File: config.mk
export PLATFORM = sky130hd
export DESIGN_NAME = i2c_pair_expander
export DESIGN_NICKNAME = d
export VERILOG_FILES = /design/src/rtl/exp_pkg.sv /design/src/rtl/exp_bus_cond.sv /design/src/rtl/exp_regfile.sv /design/src/rtl/i2c_pair_expander.sv
export SDC_FILE = /design/constraint.sdc
export NUM_CORES = 1
export LEC_CHECK = 0
export BUFFER_PORTS_ARGS = -buffer_cell sky130_fd_sc_hd__buf_4
export CAP_MARGIN = 15
export CORE_AREA = 2 2 137 139
export CTS_CLUSTER_DIAMETER = 80
export DETAILED_ROUTE_END_ITERATION = 12
export DIE_AREA = 0 0 139 141
export SYNTH_ARGS = -nofsm -noshare
export SYNTH_HDL_FRONTEND = slang
export SYNTH_SLANG_ARGS = --single-unit
File: constraint.sdc
create_clock -name clk_i -period 3.21 [get_ports clk_i]
set_input_delay 0.1605 -clock clk_i [delete_from_list [all_inputs] [get_ports clk_i]]
set_output_delay 0.1605 -clock clk_i [all_outputs]
set_load 0.05 [all_outputs]
File: src/rtl/exp_pkg.sv
package exp_pkg;
  localparam int NUM_REGS = 8;
  localparam int IDX_W    = $clog2(NUM_REGS);

  localparam logic [IDX_W-1:0] IDX_OUT0 = 3'd2;
  localparam logic [IDX_W-1:0] IDX_POL0 = 3'd4;
  localparam logic [IDX_W-1:0] IDX_CFG0 = 3'd6;

  typedef enum logic [3:0] {
    ST_IDLE,
    ST_ADDR,
    ST_ADDR_ACK,
    ST_CMD,
    ST_CMD_ACK,
    ST_WR,
    ST_WR_ACK,
    ST_RD,
    ST_RD_ACK,
    ST_SKIP
  } state_e;
endpackage

File: src/rtl/exp_bus_cond.sv
module exp_bus_cond (
  input  logic clk_i,
  input  logic rst_ni,
  input  logic scl_i,
  input  logic sda_i,
  output logic scl_rise_o,
  output logic scl_fall_o,
  output logic start_o,
  output logic stop_o
);
  logic scl_q, sda_q;

  always_ff @(posedge clk_i or negedge rst_ni) begin
    if (!rst_ni) begin
      scl_q <= 1'b1;
      sda_q <= 1'b1;
    end else begin
      scl_q <= scl_i;
      sda_q <= sda_i;
    end
  end

  assign scl_rise_o = scl_i & ~scl_q;
  assign scl_fall_o = ~scl_i & scl_q;
  // SDA edges while SCL stays high
  assign start_o = scl_i & scl_q & sda_q & ~sda_i;
  assign stop_o  = scl_i & scl_q & ~sda_q & sda_i;
endmodule

File: src/rtl/exp_regfile.sv
module exp_regfile
  import exp_pkg::*;
#(
  parameter int DW = 8
) (
  input  logic             clk_i,
  input  logic             rst_ni,
  input  logic             wr_en_i,
  input  logic [IDX_W-1:0] wr_idx_i,
  input  logic [DW-1:0]    wr_data_i,
  input  logic [IDX_W-1:0] rd_idx_i,
  input  logic [DW-1:0]    in0_i,
  input  logic [DW-1:0]    in1_i,
  output logic [DW-1:0]    rd_data_o,
  output logic [DW-1:0]    out0_o,
  output logic [DW-1:0]    out1_o,
  output logic [DW-1:0]    pol0_o,
  output logic [DW-1:0]    pol1_o,
  output logic [DW-1:0]    cfg0_o,
  output logic [DW-1:0]    cfg1_o
);
  localparam int FIRST_RW = int'(IDX_OUT0);

  logic [DW-1:0] store_q [FIRST_RW:NUM_REGS-1];
  logic [DW-1:0] pins    [2];
  logic [DW-1:0] in_eff  [2];

  function automatic logic [DW-1:0] rst_val(input int idx);
    // polarity pair resets to zero, output and direction pairs to ones
    if (idx / 2 == int'(IDX_POL0) / 2) return '0;
    return '1;
  endfunction

  always_ff @(posedge clk_i or negedge rst_ni) begin
    if (!rst_ni) begin
      for (int i = FIRST_RW; i < NUM_REGS; i++) store_q[i] <= rst_val(i);
    end else if (wr_en_i && wr_idx_i >= IDX_OUT0) begin
      store_q[wr_idx_i] <= wr_data_i;
    end
  end

  assign pins[0] = in0_i;
  assign pins[1] = in1_i;

  for (genvar p = 0; p < 2; p++) begin : g_in
    assign in_eff[p] = pins[p] ^ store_q[int'(IDX_POL0) + p];
  end

  always_comb begin
    if (rd_idx_i < IDX_OUT0) rd_data_o = in_eff[rd_idx_i[0]];
    else                     rd_data_o = store_q[rd_idx_i];
  end

  assign out0_o = store_q[int'(IDX_OUT0)];
  assign out1_o = store_q[int'(IDX_OUT0) + 1];
  assign pol0_o = store_q[int'(IDX_POL0)];
  assign pol1_o = store_q[int'(IDX_POL0) + 1];
  assign cfg0_o = store_q[int'(IDX_CFG0)];
  assign cfg1_o = store_q[int'(IDX_CFG0) + 1];
endmodule

File: src/rtl/i2c_pair_expander.sv
module i2c_pair_expander
  import exp_pkg::*;
#(
  parameter int         DW          = 8,
  parameter logic [3:0] ADDR_PREFIX = 4'b0100
) (
  input  logic          clk_i,
  input  logic          rst_ni,
  input  logic          scl_i,
  input  logic          sda_i,
  input  logic [2:0]    addr_strap_i,
  input  logic [DW-1:0] in0_i,
  input  logic [DW-1:0] in1_i,
  output logic          sda_oe_o,
  output logic [DW-1:0] out0_o,
  output logic [DW-1:0] out1_o,
  output logic [DW-1:0] pol0_o,
  output logic [DW-1:0] pol1_o,
  output logic [DW-1:0] cfg0_o,
  output logic [DW-1:0] cfg1_o
);
  localparam int CNT_W = $clog2(DW);
  localparam logic [CNT_W-1:0] LAST_BIT = CNT_W'(DW - 1);

  state_e           state_q;
  logic [CNT_W-1:0] cnt_q;
  logic [DW-1:0]    rx_q, tx_q;
  logic [IDX_W-1:0] ptr_q;
  logic             rw_q, oe_q, done_q, acked_q;

  logic scl_rise, scl_fall, start_det, stop_det;
  logic wr_en, cmd_load, addr_hit, byte_end;
  logic [IDX_W-1:0] rd_idx;
  logic [DW-1:0]    rd_data;

  exp_bus_cond u_cond (
    .clk_i      (clk_i),
    .rst_ni     (rst_ni),
    .scl_i      (scl_i),
    .sda_i      (sda_i),
    .scl_rise_o (scl_rise),
    .scl_fall_o (scl_fall),
    .start_o    (start_det),
    .stop_o     (stop_det)
  );

  assign byte_end = scl_fall && done_q;
  assign addr_hit = rx_q[DW-1:1] == {ADDR_PREFIX, addr_strap_i};
  assign wr_en    = (state_q == ST_WR)  && byte_end;
  assign cmd_load = (state_q == ST_CMD) && byte_end;
  // during the master acknowledge, prefetch the partner register
  assign rd_idx   = (state_q == ST_RD_ACK) ? {ptr_q[IDX_W-1:1], ~ptr_q[0]} : ptr_q;

  exp_regfile #(.DW(DW)) u_regs (
    .clk_i     (clk_i),
    .rst_ni    (rst_ni),
    .wr_en_i   (wr_en),
    .wr_idx_i  (ptr_q),
    .wr_data_i (rx_q),
    .rd_idx_i  (rd_idx),
    .in0_i     (in0_i),
    .in1_i     (in1_i),
    .rd_data_o (rd_data),
    .out0_o    (out0_o),
    .out1_o    (out1_o),
    .pol0_o    (pol0_o),
    .pol1_o    (pol1_o),
    .cfg0_o    (cfg0_o),
    .cfg1_o    (cfg1_o)
  );

  always_ff @(posedge clk_i or negedge rst_ni) begin
    if (!rst_ni) begin
      state_q <= ST_IDLE;
      cnt_q   <= '0;
      rx_q    <= '0;
      tx_q    <= '0;
      ptr_q   <= '0;
      rw_q    <= 1'b0;
      oe_q    <= 1'b0;
      done_q  <= 1'b0;
      acked_q <= 1'b0;
    end else if (start_det) begin
      state_q <= ST_ADDR;
      cnt_q   <= '0;
      done_q  <= 1'b0;
      oe_q    <= 1'b0;
    end else if (stop_det) begin
      state_q <= ST_IDLE;
      done_q  <= 1'b0;
      oe_q    <= 1'b0;
    end else begin
      unique case (state_q)
        ST_ADDR, ST_CMD, ST_WR: begin
          if (scl_rise) begin
            rx_q   <= {rx_q[DW-2:0], sda_i};
            cnt_q  <= (cnt_q == LAST_BIT) ? '0 : cnt_q + 1'b1;
            done_q <= (cnt_q == LAST_BIT);
          end
          if (byte_end) begin
            done_q <= 1'b0;
            if (state_q == ST_ADDR) begin
              if (addr_hit) begin
                state_q <= ST_ADDR_ACK;
                rw_q    <= rx_q[0];
                oe_q    <= 1'b1;
              end else begin
                state_q <= ST_SKIP;
              end
            end else if (state_q == ST_CMD) begin
              ptr_q   <= rx_q[IDX_W-1:0];
              state_q <= ST_CMD_ACK;
              oe_q    <= 1'b1;
            end else begin
              state_q <= ST_WR_ACK;
              oe_q    <= 1'b1;
            end
          end
        end
        ST_ADDR_ACK: begin
          if (scl_rise && rw_q) tx_q <= rd_data;
          if (scl_fall) begin
            cnt_q <= '0;
            if (rw_q) begin
              state_q <= ST_RD;
              oe_q    <= ~tx_q[DW-1];
            end else begin
              state_q <= ST_CMD;
              oe_q    <= 1'b0;
            end
          end
        end
        ST_CMD_ACK: begin
          if (scl_fall) begin
            state_q <= ST_WR;
            cnt_q   <= '0;
            oe_q    <= 1'b0;
          end
        end
        ST_WR_ACK: begin
          if (scl_fall) begin
            state_q  <= ST_WR;
            cnt_q    <= '0;
            oe_q     <= 1'b0;
            ptr_q[0] <= ~ptr_q[0];
          end
        end
        ST_RD: begin
          if (scl_fall) begin
            if (cnt_q == LAST_BIT) begin
              state_q <= ST_RD_ACK;
              cnt_q   <= '0;
              oe_q    <= 1'b0;
            end else begin
              cnt_q <= cnt_q + 1'b1;
              tx_q  <= {tx_q[DW-2:0], 1'b0};
              oe_q  <= ~tx_q[DW-2];
            end
          end
        end
        ST_RD_ACK: begin
          if (scl_rise) begin
            acked_q <= ~sda_i;
            if (!sda_i) begin
              ptr_q <= rd_idx;
              tx_q  <= rd_data;
            end
          end
          if (scl_fall) begin
            if (acked_q) begin
              state_q <= ST_RD;
              oe_q    <= ~tx_q[DW-1];
            end else begin
              state_q <= ST_IDLE;
              oe_q    <= 1'b0;
            end
          end
        end
        default: ;
      endcase
    end
  end

  assign sda_oe_o = oe_q;
endmodule

==> summary.log <==
[grt] vias in the first global route 3,584
[logic_synthesis] synthesized net count 412
[clock_network] Clock Root Buffer sky130_fd_sc_hd__clkbuf_16
[min_path] Min-Delay Path Class input port to asynchronous set/reset pin
[place] Port Buffer Count 71
[sta] Layout Skew 0.007265 ns
[clock_network] number of clock sinks 80
[clock_network] number of CTS-inserted buffers 9
[floorplan] count of standard-cell rows 50
[critical_path] worst setup slack for register-to-register paths 0.41 ns
[critical_path] arrival time reported for the critical path endpoint 3.02 ns
[grt] global routing usage summed across all routing layers 0.1301
[routing] average wire per cell in the routed design 18.24 µm
[clock_network] Bufs on Longest Clock Path 2
[sta] final count of negative-setup-slack endpoints 0
[sta] minimum clock period after layout 2.804 ns
[critical_path] path type of the worst setup path flop to flop
[critical_path] data required time at the worst endpoint 3.43 ns
[logic_synthesis] ys flop type sky130_fd_sc_hd__dfrtp_1
[critical_path] highest fanout seen on the critical path 11
[routing] residual DRC count 0
[power] sequential power share 0.365
[grt] pin count of the biggest net entering global routing 81
[logic_synthesis] fraction of synthesized area in multiplexers 0.2476
[sta] Fmax 0.3566 GHz
[critical_path] count of cells along the worst register-to-register path 5
[critical_path] slowest cell on the critical path sky130_fd_sc_hd__dfstp_2
[routing] via count 3,463
[critical_path] endpoint of the lowest-slack register-to-register path u_regs.pol1_o[6]
[floorplan] I/O pin count 72
[logic_synthesis] Yosys warning count 0
[critical_path] launch instance of the worst register-to-register path u_cond.scl_q
[logic_synthesis] top area cells in the synthesized netlist sky130_fd_sc_hd__dfrtp_1 (26%), sky130_fd_sc_hd__dfstp_2 (20%), sky130_fd_sc_hd__mux2_2 (16%)
[power] sw frac 0.3516
[logic_synthesis] xor/xnor share of the synthesized area 0.03935
[logic_synthesis] area fraction in compound gates after synthesis 0.1031
[place] number of cells after detailed placement 679
[logic_synthesis] Mapped Cells 386
[logic_synthesis] Synth Register Bits 80
[sta] worst slew margin relative to its limit 0.3042
[status] run status completed
[clock_network] clock latency on the worst-skew pair 0.34 ns
[logic_synthesis] post-synth top area cell sky130_fd_sc_hd__dfrtp_1
[grt] first-pass GRT wire length 20.33 mm
[floorplan] core region area 18,270 µm²
[clock_network] TritonCTS clock tree done
[final_layout] layout cell share with drive strength beyond 1 0.4579
[logic_synthesis] share of the synthesized area in the top cell type 0.2586
[critical_path] endpoint class of the critical path flop
[floorplan] Die H 141 µm
[flow_run] total of max-cap violations 0
[sta] accumulated negative setup slack 0 ns
[routing] number of iterations in the first detailed-routing pass 5
[final_layout] final instance count without filler cells 697
[place] post-detail-place hpwl 9.002 mm
[final_layout] Final #Nets 484
[power] power share of the clock group 0.300
[logic_synthesis] combinational family with the most area after synthesis multiplexers
[final_layout] growth of design area from synthesis to finish 26.39%
[clock_network] post-CTS resize count 0
[clock_network] post-CTS setup buffer count 0
[routing] number of DRC markers in iteration 0 253
[critical_path] stage delay of the slowest cell on the critical path 0.65 ns
[clock_network] number of H-tree levels 3
[grt] Overflow after GRT 0
[logic_synthesis] async set-or-reset flop fraction in the synthesized netlist 1.000
[logic_synthesis] post-synthesis sequential area ratio 0.4592
[power] switching power summed over all nets 0.001331 W
[power] Power Internal 0.002454 W
[floorplan] Initial Utilization 0.2437
[sta] endpoints failing hold 0
[grt] antenna violations before repair 0
[sta] measured slew at the worst slew-check pin 1.044 ns
[power] logic gate share of total power 0.335
[sta] RSZ-0062 raised after global routing false
[clock_network] clock slew seen by the registers of the worst setup and hold paths 0.06 ns
[place] weighted congestion reported at the end of routability-driven placement 0.8509
[floorplan] Die Area 19,600 µm²
[routing] ANT nets after route 0
[critical_path] cells traversed along the worst timing path nand2b_4 > or3_1 > or4_1 > nor3b_4 > mux2_2
[logic_synthesis] total standard cell area after synthesis 4452 µm²
[logic_synthesis] Post-synth EDFFs 0
[routing] routed wire length 12.71 mm
[logic_synthesis] Adder-Cell Fraction of Synth Area 0.008432
[routing] post-DR vias/cell 4.968
[power] static leakage power 2.432 nW
[logic_synthesis] fraction of the mapped netlist area in simple logic gates 0.1138
[sta] max-slew violation count 0
[critical_path] critical path startpoint category flop
[sta] final clock period utilization by the worst path 0.8735
[logic_synthesis] number of distinct library cell variants in the gate-level netlist after synthesis 54
[logic_synthesis] Avg Synthesized Cell Area 11.53 µm²
[power] Peak VDD IR 0.3011 mV
[floorplan] horizontal die dimension 139 µm
[final_layout] Ant. Diodes 0
[power] Power Dens Cells 672.6 nW/µm²
-- power by group through the flow --
stage	clock, W	combinational (W)	sequential, W
floorplan	0	0.000968	0.00129
CTS	0.00117	0.00127	0.00138
global placement	0	0.00124	0.00138
detailed placement	0	0.00127	0.00139
global route	0.00121	0.00139	0.00140
finish	0.00113	0.00127	0.00138
-- cell families (layout without fill, tap and decap cells) --
family / count (synthesis) / count (layout)
DFF: 80 / 80
xor gates and xnor gates: 20 / 20
AOI/OAI and AO/OA: 70 / 70
and+or+nand+nor: 89 / 89
adders and majority gates: 3 / 3
muxes: 92 / 92
buffers and inverters: 32 / 109
-- how the worst max path moves through the flow --
stage,endpoint,from,slack (ns)
finish,u_regs.pol1_o[6],u_cond.scl_q,0.41
global route,u_regs.pol1_o[6],u_cond.scl_q,0.31
CTS,u_regs.pol1_o[5],u_cond.scl_q,0.39
detailed placement,u_regs.pol1_o[5],u_cond.scl_q,0.42
global placement,u_regs.pol1_o[5],u_cond.scl_q,0.46
floorplan,tx_q[3],state_q[0],0.34
-- per-stage QoR --
stage / worst slack (ns) / hold WS, ns / total power, W / util / instance area [µm²]
final: 0.4061 / 0.01615 / 0.003785 / 0.3080 / 5627
after global routing: 0.3114 / 0.07496 / 0.004008 / 0.3080 / 5627
after CTS: 0.3926 / 0.05180 / 0.003817 / 0.3080 / 5627
after detailed placement: 0.4198 / 0.3367 / 0.002659 / 0.2888 / 5275
after floorplan: 0.3399 / -0.1351 / 0.002262 / - / 4452
after global placement: 0.4578 / 0.3365 / 0.002629 / 0.2888 / 5275
-- critical path, delay by kind of cell (launching register included) --
kind / cells / cell delay [ns]
muxes: 1 / 0.41
DFF: 1 / 0.65
and+or+nand+nor: 4 / 1.62
-- layout by cell type (no fill, tap or decap), types with 8 or more instances in the layout --
cell,instances
sky130_fd_sc_hd__a21oi_1,16
sky130_fd_sc_hd__buf_4,84
sky130_fd_sc_hd__clkbuf_16,9
sky130_fd_sc_hd__dfrtp_1,46
sky130_fd_sc_hd__dfstp_2,34
sky130_fd_sc_hd__mux2_2,65
sky130_fd_sc_hd__mux2i_1,19
sky130_fd_sc_hd__mux4_2,8
sky130_fd_sc_hd__nand2_1,18
sky130_fd_sc_hd__nor2_1,14
sky130_fd_sc_hd__nor2b_1,8
sky130_fd_sc_hd__nor3_1,9
sky130_fd_sc_hd__o21ai_0,14
sky130_fd_sc_hd__xnor2_1,12
sky130_fd_sc_hd__xor2_1,8
-- final cells by class --
cell class              instances  area (µm²)
repair buffers                 86       650.6
clock inverters                 5       78.83
well taps                     234       292.8
fillers                      1894       12640
clock buffers                  11       252.7
inverters                       7       26.28
multi-input cells             274        2281
flip-flops and latches         80        2044
-- layer usage --
metal,vias to the layer above,global-route usage,share of wire
met1,1760,0.1633,0.43
met5,-,0,0
li1,1570,-,-
met3,21,0.02344,0.047
met2,112,0.2217,0.50
met4,0,0.05369,0.020
-- registers in the layout (all words and copies together) (netlist names) --
register / count
u_regs.out0_o: 8
sda_oe_o: 1
u_regs.pol1_o: 8
rw_q: 1
state_q: 4
ptr_q: 3
cnt_q: 3
u_regs.cfg0_o: 8
u_regs.pol0_o: 8
u_cond.sda_q: 1
tx_q: 8
u_regs.cfg1_o: 8
acked_q: 1
rx_q: 8
u_regs.out1_o: 8
u_cond.scl_q: 1
done_q: 1
-- synth_stat cells (8+ instances only) --
master,number
sky130_fd_sc_hd__clkbuf_1,18
sky130_fd_sc_hd__nand2_1,18
sky130_fd_sc_hd__dfstp_2,34
sky130_fd_sc_hd__nor2_1,14
sky130_fd_sc_hd__mux2i_1,19
sky130_fd_sc_hd__nor2b_1,8
sky130_fd_sc_hd__a21oi_1,16
sky130_fd_sc_hd__mux2_2,65
sky130_fd_sc_hd__mux4_2,8
sky130_fd_sc_hd__xor2_1,8
sky130_fd_sc_hd__xnor2_1,12
sky130_fd_sc_hd__nor3_1,9
sky130_fd_sc_hd__dfrtp_1,46
sky130_fd_sc_hd__o21ai_0,14
-- timing repair --
action                     4_1_cts  5_1_grt
setup endpoints to repair        0        0
hold buffers                     2        0
hold endpoints to repair         2        0
Power figures use the tool's default switching activity.
